`src/rtl/async_tx_pkg.sv`:
```
package async_tx_pkg;
  localparam int DIV_W_DEF  = 13;
  localparam int DATA_W_DEF = 9;
  localparam int TICKS_DEF  = 16;
endpackage

```
`src/rtl/async_tx_baud.sv`:
```
module async_tx_baud #(
  parameter int DIV_W = 13
) (
  input  logic             clk_i,
  input  logic             rst_ni,
  input  logic [DIV_W-1:0] div_i,
  output logic             tick_o
);
  logic [DIV_W-1:0] cnt_q;
  logic             run;

  assign run    = |div_i;
  assign tick_o = run && (cnt_q >= div_i - DIV_W'(1));

  always_ff @(posedge clk_i or negedge rst_ni) begin
    if (!rst_ni)              cnt_q <= '0;
    else if (!run || tick_o)  cnt_q <= '0;
    else                      cnt_q <= cnt_q + DIV_W'(1);
  end
endmodule

```
`src/rtl/async_tx_buf.sv`:
```
module async_tx_buf #(
  parameter int DATA_W = 9
) (
  input  logic              clk_i,
  input  logic              rst_ni,
  input  logic              wr_i,
  input  logic [DATA_W-1:0] wr_data_i,
  input  logic              take_i,
  output logic              full_o,
  output logic [DATA_W-1:0] data_o
);
  always_ff @(posedge clk_i or negedge rst_ni) begin
    if (!rst_ni) begin
      full_o <= 1'b0;
      data_o <= '0;
    end else if (take_i) begin
      full_o <= 1'b0;
    end else if (wr_i && !full_o) begin
      full_o <= 1'b1;
      data_o <= wr_data_i;
    end
  end
endmodule

```
`src/rtl/async_tx_shift.sv`:
```
module async_tx_shift #(
  parameter int FRAME_W = 11,
  parameter int TICKS   = 16,
  localparam int LEN_W  = $clog2(FRAME_W + 1),
  localparam int SUB_W  = $clog2(TICKS)
) (
  input  logic               clk_i,
  input  logic               rst_ni,
  input  logic               tick_i,
  input  logic               load_i,
  input  logic [FRAME_W-1:0] load_frame_i,
  input  logic [LEN_W-1:0]   load_len_i,
  output logic               free_o,
  output logic               busy_o,
  output logic               txd_o
);
  logic [FRAME_W-1:0] sr_q;
  logic [LEN_W-1:0]   left_q;
  logic [SUB_W-1:0]   sub_q;
  logic               busy_q;
  logic               bit_end, last_bit;

  assign bit_end  = busy_q && (sub_q == SUB_W'(TICKS - 1));
  assign last_bit = bit_end && (left_q == LEN_W'(1));
  // shifter accepts a frame on the tick that ends the previous one
  assign free_o   = tick_i && (!busy_q || last_bit);
  assign busy_o   = busy_q;
  assign txd_o    = busy_q ? sr_q[0] : 1'b1;

  always_ff @(posedge clk_i or negedge rst_ni) begin
    if (!rst_ni) begin
      sr_q   <= '1;
      left_q <= '0;
      sub_q  <= '0;
      busy_q <= 1'b0;
    end else if (tick_i) begin
      if (load_i) begin
        sr_q   <= load_frame_i;
        left_q <= load_len_i;
        sub_q  <= '0;
        busy_q <= 1'b1;
      end else if (last_bit) begin
        sr_q   <= '1;
        sub_q  <= '0;
        busy_q <= 1'b0;
      end else if (busy_q) begin
        sub_q <= sub_q + SUB_W'(1);
        if (bit_end) begin
          sr_q   <= {1'b1, sr_q[FRAME_W-1:1]};
          left_q <= left_q - LEN_W'(1);
        end
      end
    end
  end
endmodule

```
`src/rtl/async_tx.sv`:
```
module async_tx
  import async_tx_pkg::*;
#(
  parameter int DIV_W  = DIV_W_DEF,
  parameter int DATA_W = DATA_W_DEF,
  parameter int TICKS  = TICKS_DEF,
  localparam int FRAME_W = DATA_W + 2,
  localparam int LEN_W   = $clog2(FRAME_W + 1)
) (
  input  logic              clk_i,
  input  logic              rst_ni,
  input  logic              tx_en_i,
  input  logic              nine_bit_i,
  input  logic [DIV_W-1:0]  divisor_i,
  input  logic              wr_i,
  input  logic [DATA_W-1:0] wr_data_i,
  output logic              txd_o,
  output logic              buf_empty_o,
  output logic              tx_done_o,
  output logic              tick16_o
);
  logic              en_q, pre_q;
  logic              buf_full, free, busy, load, take;
  logic [DATA_W-1:0] buf_data;
  logic [FRAME_W-1:0] frame;
  logic [LEN_W-1:0]  frame_len;

  async_tx_baud #(.DIV_W(DIV_W)) u_baud (
    .clk_i, .rst_ni, .div_i(divisor_i), .tick_o(tick16_o)
  );

  async_tx_buf #(.DATA_W(DATA_W)) u_buf (
    .clk_i, .rst_ni, .wr_i, .wr_data_i, .take_i(take),
    .full_o(buf_full), .data_o(buf_data)
  );

  // en_q gates loads so a rising enable always queues the preamble first
  assign load = free && tx_en_i && en_q && (pre_q || buf_full);
  assign take = load && !pre_q;

  always_comb begin
    frame_len = nine_bit_i ? LEN_W'(FRAME_W) : LEN_W'(FRAME_W - 1);
    if (pre_q)           frame = '1;
    else if (nine_bit_i) frame = {1'b1, buf_data, 1'b0};
    else                 frame = {2'b11, buf_data[DATA_W-2:0], 1'b0};
  end

  async_tx_shift #(.FRAME_W(FRAME_W), .TICKS(TICKS)) u_shift (
    .clk_i, .rst_ni, .tick_i(tick16_o), .load_i(load),
    .load_frame_i(frame), .load_len_i(frame_len),
    .free_o(free), .busy_o(busy), .txd_o
  );

  always_ff @(posedge clk_i or negedge rst_ni) begin
    if (!rst_ni) begin
      en_q  <= 1'b0;
      pre_q <= 1'b0;
    end else begin
      en_q <= tx_en_i;
      if (!tx_en_i)   pre_q <= 1'b0;
      else if (!en_q) pre_q <= 1'b1;
      else if (load)  pre_q <= 1'b0;
    end
  end

  assign buf_empty_o = !buf_full;
  assign tx_done_o   = !busy && !buf_full && !pre_q;
endmodule

```
`config.mk`:
```
export PLATFORM = sky130hd
export DESIGN_NAME = async_tx
export DESIGN_NICKNAME = d
export VERILOG_FILES = /design/src/rtl/async_tx_pkg.sv /design/src/rtl/async_tx_baud.sv /design/src/rtl/async_tx_buf.sv /design/src/rtl/async_tx_shift.sv /design/src/rtl/async_tx.sv
export SDC_FILE = /design/constraint.sdc
export NUM_CORES = 1
export LEC_CHECK = 0
export BUFFER_PORTS_ARGS = -buffer_cell sky130_fd_sc_hd__buf_4
export CAP_MARGIN = 30
export CORE_ASPECT_RATIO = 0.8
export CORE_MARGIN = 2
export CORE_UTILIZATION = 25
export DETAILED_ROUTE_END_ITERATION = 8
export GPL_ROUTABILITY_DRIVEN = 0
export SLEW_MARGIN = 5
export SYNTH_ARGS = -nofsm -noshare
export SYNTH_HDL_FRONTEND = slang
export SYNTH_SLANG_ARGS = --single-unit
export TNS_END_PERCENT = 30
```
`constraint.sdc`:
```
create_clock -name clk_i -period 5.6 [get_ports clk_i]
set_input_delay 1.4 -clock clk_i [delete_from_list [all_inputs] [get_ports clk_i]]
set_output_delay 1.4 -clock clk_i [all_outputs]
set_load 0.05 [all_outputs]
```
==> summary.md, run 1 <==
| Metric | Value |
|---|---|
| Outcome | completed |
| Number of global-route vias before repair | around 1.9k |
| Setup crit start | divisor_i[2] |
| Dpl ws | 0.2942 ns |
| Post-cts sizing count | 0 |
| PortBufs | 30 |
| Nature of the critical path endpoint | primary output |
| Mean area per synthesized cell | 10.23 um2 |
| Nets | about 330 |
| Grt met2 use | roughly 16% |
| Area delta synth->final | 21.36% |
| M3 GR Usage | 2.194% |
| Pin slew with the least headroom to its limit | between 0.7 and 0.8 ns |
| # Post-CTS Setup Buffers | 0 |
| Vias | 1951 |
| WHS | between 0.5 and 0.6 ns |
| Flops & latches, synth | between 40 and 50 |
| H-tree depth | 2 |
| Setup_tns | 0 ns |
| Design area | a little over 0.003 mm2 |
| Total gr overflow | 0 |
| Grt peak-use layer | met2 |
| Worst setup margin | about 0.30 ns |
| Total power | 1.096 mW |
| R2R Path Start | u_baud.cnt_q[3] |
| Drt initial violations | 75 |
| Slew Limit Fails | 0 |
| Count of final hold-check violations | 0 |
| Final HPWL from detailed placement | 3.938 mm |
| Post-route insts no fill | 417 |
| Met1 Usage GRT | between 10% and 20% |
| CTS Buffer Depth | 2 |
| Vias/cell | roughly 4.7 |
| Cells after Synth | 248 |
| Fillcell total | around 1k |
| Reg2Reg Depth | 7 |
| Clock Latency Late Sink | approximately 0.29 ns |
| CP Capture Point | tick16_o |
| Max VDD drop | 0.0001415 V |
| Worst Hold Class | register to register |
| Ant diodes | 0 |
| Mapped Nets | about 300 |
| Global-route wire length before repair | around 8.7 mm |
| CTS Buf Count | 5 |
| CTS Sinks | between 40 and 50 |
| Synth top area share | 33.55% |
| Fmax | ~0.19 GHz |
| Initial Utilization | 25.96% |
| Post-synth ARST share | between 90% and 100% |
| Synth top area cells | dfrtp_1, dfstp_2, ha_1 |
| MaxCap Viol Count | 0 |
| CP max FO | 6 |
| Placeable Area | ~0.0098 mm2 |
| Cells after DPL | just over 400 |
| Cell taking the most area after synthesis | dfrtp_1 |
| Terminus of the critical flop-to-flop path | u_baud.cnt_q[7] |
| Largest net degree at the start of global routing | 45 |
| Register area share after synthesis | a little over two fifths |
| Fin Clk Skew | ~0.0047 ns |
| Initial antenna violation count | 0 |
| Clock Tree Root | clkbuf_16 |
| DRC | 0 |
| DRT antenna net count | 0 |
| Drt pass-1 iters | 4 |
| # rows | 32 |
| P per Cell Area | roughly 360 mW/mm2 |
| Netlist Area Pre-Place | 0.002536 mm2 |
| Ys flop type | dfrtp_1 |
| Layout cells sized above 1 | roughly a quarter |
| Clock transition at path regs | ~0.060 ns |
| YS warnings | 0 |
| CTS tree | yes |
| Slew HR | roughly half |
| Part of the cycle the worst path needs | between 90 and 100% |
| Die Wd | between 100 and 150 um |
| All-Layer GR Usage | 10.04% |
| Tmin final | ~5.3 ns |
| Wire length per cell | roughly 13 um |
| Area of the die | 0.01097 mm2 |
| CP Data Arrival Time | around 3.9 ns |
| Die Y | 94.09 um |
| WS Path Type | input pin to primary output |
| Startpoint Class | input pin |
| Worst Path Required | ~4.2 ns |
| Pleak | approximately 1.4 nW |
| I/O Pins | 31 |
| Placed Area | 0.002907 mm2 |
| RSZ-0062 raised after global routing | false |
| Cts hold-fix bufs | 0 |
| Setup violators final | 0 |
| Final wirelength | 5.343 mm |
| Post-synth cell types | between 40 and 50 |
| Post-synth EDFFs | 0 |
| Layout Utilization | about a third |
| Flop2flop setup slack | about 3.0 ns |
-- synthesized netlist by cell type, drive strengths merged (4+ instances only) --
cell	number
nor3	8
inv	10
o31ai	4
dfrtp	34
o22ai	9
nand4	4
and3	8
o21ai	6
ha	18
a21oi	9
nor2	24
nand2	14
buf	4
nand3	9
a2bb2oi	9
dfstp	10
xor2	10
mux2	10
nand2b	5
xnor2	12
-- layout by cell type, fill, tap and decap left out, types with 9 or more instances in the layout --
master	n
xnor2_1	12
nor2_1	24
mux2_2	9
o22ai_1	9
inv_1	9
xor2_1	10
a2bb2oi_1	9
ha_1	18
buf_4	32
nand2_1	14
dfrtp_1	34
dfstp_2	10
nand3_1	9
-- flip-flops by register name, summed over array words and instances (netlist names) --
| name | cells |
|---|---|
| u_shift.busy_o | 1 |
| pre_q | 1 |
| u_buf.data_o | 9 |
| u_shift.sub_q | 4 |
| u_baud.cnt_q | 13 |
| u_shift.sr_q | 10 |
| u_buf.full_o | 1 |
| en_q | 1 |
| u_shift.left_q | 4 |
-- layout make-up --
| type | instances | area (um2) | share of cell area, % |
|---|---|---|---|
| Clock buffer | 5 | 125.1 | 4.065 |
| Clock inverter | 3 | 46.29 | 1.504 |
| Inverter | 10 | 37.54 | 1.220 |
| Multi-Input combinational cell | 187 | 1345 | 43.70 |
| Sequential cell | 44 | 1114 | 36.18 |
| Tap cell | 136 | 170.2 | 5.528 |
| Timing Repair Buffer | 32 | 240.2 | 7.805 |
-- layer usage --
metal	wire length, um	vias up
met5	0	-
met4	75	0
met3	167	9
met2	2466	31
met1	2633	944
li1	-	967
-- how the worst min path moves through the flow --
stage               slack, ns             start               end  cells after the start
floorplan                0.45  u_shift.sub_q[3]  u_shift.sub_q[3]                      1
detailed placement       0.49   u_shift.sr_q[4]   u_shift.sr_q[4]                      1
global route             0.52   u_shift.sr_q[2]   u_shift.sr_q[2]                      1
CTS                      0.50   u_shift.sr_q[4]   u_shift.sr_q[4]                      1
global placement         0.48  u_shift.sub_q[3]  u_shift.sub_q[3]                      1
finish                   0.50   u_shift.sr_q[9]   u_shift.sr_q[9]                      1
-- critical path, cell delays in order --
cell     delay, ns
buf_4         0.13
nor3_1        0.23
and3_1        0.25
nand2_1       0.09
nor4_1        0.23
xnor2_1       0.17
ha_1          0.28
a21oi_1       0.15
nand2_1       0.06
a21o_1        0.18
a211o_1       0.37
nand2_1       0.14
inv_2         0.05
buf_4         0.18
-- power by group --
group / leakage, nW / internal (mW) / switching [mW]
combinational: 0.770 / 0.139 / 0.136
clock: 0.0804 / 0.212 / 0.127
sequential: 0.520 / 0.414 / 0.0672
-- cells by family (layout without fill, tap and decap cells) --
group	count (synthesis)	count (layout)	synth area share, %
AO/OA/AOI/OAI	55	55	15.49
flip-flops	44	44	43.91
XOR/XNOR	22	22	7.597
multiplexers	10	10	4.588
AND/OR/NAND/NOR	82	82	16.48
adder cells (fa/ha/maj)	18	18	8.880
buffers and inverters	17	50	3.059
Power figures use the tool's default switching activity.
==> run 2, diff against run 1 <==
==> constraint.sdc (replaced) <==
create_clock -name clk_i -period 5.6 [get_ports clk_i]
set_input_delay 0.28 -clock clk_i [delete_from_list [all_inputs] [get_ports clk_i]]
set_output_delay 0.28 -clock clk_i [all_outputs]
set_load 0.05 [all_outputs]
==> summary.md, run 2 (same netlist as run 1, synthesis figures left out) <==
| Metric | Value |
|---|---|
| Clock Latency Late Sink | 0.28 ns (about the same) |
| Worst Path Required | 5.32 ns (+1.12 ns) |
| Commonest non-fill, non-tap cell in the layout | dfrtp_1 |
| Placed Area | 0.002892 mm2 (-0.52%) |
| FF+latch area | 0.001114 mm2 (unchanged) |
| CTS Buffer Depth | 2 (unchanged) |
| Pleak | 1.347 nW (-1.7%) |
| Fmax | 0.2971 GHz (+57%) |
| Design area | 0.003033 mm2 (-1.5%) |
| Comb power frac | 26.3% (+1.2 points) |
| Clock Tree Root | clkbuf_16 |
| WHS | -0.01878 ns (-0.5224 ns) |
| Drt initial violations | 84 (+12%) |
| Clock transition at path regs | 0.06 ns (about the same) |
| Initial Utilization | 25.96% (unchanged) |
| # rows | 32 (unchanged) |
| Die Y | 94.09 um (unchanged) |
| Switching fraction of total power | 30.92% (+0.73 points) |
| DRC | 0 (unchanged) |
| Final wirelength | 5.230 mm (-2.1%) |
| Fin Clk Skew | 0.005470 ns (+0.0007906 ns) |
| Startpoint Class | input pin |
| Vias | 1920 (-1.6%) |
| Setup violators final | 0 (unchanged) |
| CTS Sinks | 44 (unchanged) |
| Total gr overflow | 0 (unchanged) |
| CP Data Arrival Time | 3.09 ns (-0.81 ns) |
| M3 GR Usage | 2.710% (+0.52 points) |
| Critical Path Slowest Stage Cell | a211o_1 |
| Largest net degree at the start of global routing | 45 (unchanged) |
| I/O Pins | 31 (unchanged) |
| P per Cell Area | 341.3 mW/mm2 (-4.1%) |
| Area delta synth->final | 19.59% |
| Part of the cycle the worst path needs | 60.11% (-34 points) |
| Fillcell total | 1042 (+3.7%) |
| Multi-input combinational cell area | 0.001345 mm2 (unchanged) |
| Pin slew with the least headroom to its limit | 0.8299 ns (+0.05463 ns) |
| Most used cell, CP | nand2_1 |
| Worst Hold Class | input pin to async pin |
| Final HPWL from detailed placement | 3.851 mm (-2.2%) |
| H-tree depth | 2 (unchanged) |
| # Post-CTS Setup Buffers | 0 (unchanged) |
| CTS Buf Count | 5 (unchanged) |
| Slew Limit Fails | 0 (unchanged) |
| Biggest register | u_baud.cnt_q |
| All-Layer GR Usage | 10.35% (+0.30 points) |
| Placeable Area | 0.009769 mm2 (unchanged) |
| CP max stage delay | 0.34 ns (-0.03 ns) |
| Clock share of power | 27.3% (-3.6 points) |
| Initial antenna violation count | 0 (unchanged) |
| MaxCap Viol Count | 0 (unchanged) |
| Drt pass-1 iters | 4 (unchanged) |
| Violated checks | negative hold slack |
| Die Wd | 116.6 um (unchanged) |
| Reg2Reg Depth | 8 (+1) |
| Outcome | complete, but fails checks |
| Slew HR | 44.56% (-3.6 points) |
| Post-cts sizing count | 0 (unchanged) |
| Max VDD drop | 0.0001412 V (-0.19%) |
| Grt met2 use | 16.86% (+0.73 points) |
| Nature of the critical path endpoint | primary output |
| Total internal power | 0.7152 mW (-6.5%) |
| Wire length per cell | 12.60 um (-1.6%) |
| DRT antenna net count | 0 (unchanged) |
| Sequential share of power | 46.5% (+2.5 points) |
| Tmin final | 3.366 ns (-1.931 ns) |
| Number of global-route vias before repair | 1941 (+4.7%) |
| Layout cells sized above 1 | 23.66% (-0.90 points) |
| Worst-path cell chain | buf_4, nor3_1, and3_1, nand2_1, nor4_1, xnor2_1, ha_1, a21oi_1, nand2_1, a21o_1, a211o_1, nand2_1, inv_2, buf_4 |
| Ant diodes | 0 (unchanged) |
| WS Path Type | input pin to primary output |
| Grt peak-use layer | met2 |
| CP max FO | 15 (+9) |
| Most frequent cells in the layout | dfrtp_1, buf_4, nor2_1 |
| Nets | 323 (-0.62%) |
| Switching Power | 0.3200 mW (-3.2%) |
| CTS tree | yes |
| Met1 Usage GRT | 13.88% (+0.88 points) |
| Vias/cell | 4.627 (-1.1%) |
| PortBufs | 30 (unchanged) |
| Cts hold-fix bufs | 0 (unchanged) |
| RSZ-0062 raised after global routing | false |
| Largest regs | u_baud.cnt_q: 13 flops, u_shift.sr_q: 10 flops, u_buf.data_o: 9 flops |
| Area of the die | 0.01097 mm2 (unchanged) |
| Global-route wire length before repair | 9.094 mm (+4.8%) |
| Largest register FFs | 13 (unchanged) |
| Count of final hold-check violations | 33 (+33) |
| Setup_tns | 0 ns (unchanged) |
[run 2: cell count changes in the layout (fill, tap and decap cells not counted), sizes merged]
cell | before | now
buf | 32 | 30
inv | 11 | 10
clkbuf | 5 | 6
clkinv | 0 | 1
bufinv | 1 | 0
[run 2: worst paths after layout]
check / startpoint / end / slack [ns]
worst max-delay path: divisor_i[2] / tick16_o / 2.23
worst min-delay path: rst_ni / en_q / -0.02
worst max register to register: u_shift.left_q[1] / u_shift.sr_q[0] / 3.09
worst min register to register: u_shift.sr_q[8] / u_shift.sr_q[8] / 0.50
max in group asynchronous: rst_ni / u_shift.sr_q[3] / 5.24
min in group clk_i: tx_en_i / en_q / 0.12
[run 2: layout make-up]
cell class                      count  share of cell area [%]
Clock buffer                        6                   4.249
Clock inverter                      2                  0.4125
Inverter                           10                   1.238
Multi-Input combinational cell    187                   44.35
Sequential cell                    44                   36.72
Tap cell                          136                   5.611
Timing Repair Buffer               30                   7.426
[run 2: through the flow]
step	total power, mW	std cells	utilization [%]	worst slack [ns]	hold WS (ns)
6_report	1.035	415	31.05	2.234	-0.01878
2_1_floorplan	0.6731	248	-	2.766	-0.01559
4_1_cts	1.044	415	31.05	2.232	0.01111
3_3_place_gp	0.7493	407	29.60	2.300	0.3109
3_5_place_dp	0.7585	407	29.60	2.237	0.3171
5_1_grt	1.108	415	31.05	1.983	0.03699
[run 2: layer usage]
layer	part of all wire [%]	vias up	wire length [um]
li1	-	965	-
met5	0	-	0
met2	48	14	2488
met3	2.7	5	139
met1	49	936	2559
met4	0.82	0	43
[run 2: power groups by stage]
stage | Combinational, mW | Clock (mW) | Sequential [mW]
floorplan | 0.207 | 0 | 0.467
global placement | 0.264 | 0 | 0.485
detailed placement | 0.274 | 0 | 0.485
CTS | 0.275 | 0.288 | 0.481
global route | 0.313 | 0.303 | 0.493
finish | 0.272 | 0.282 | 0.481
[run 2: critical path, delay by kind of cell]
family	cells	cell delay, ns
XOR/XNOR	1	0.17
adder cells (fa/ha/maj)	1	0.27
AND/OR/NAND/NOR	6	1.12
AO/OA/AOI/OAI	3	0.69
buffers and inverters	3	0.55
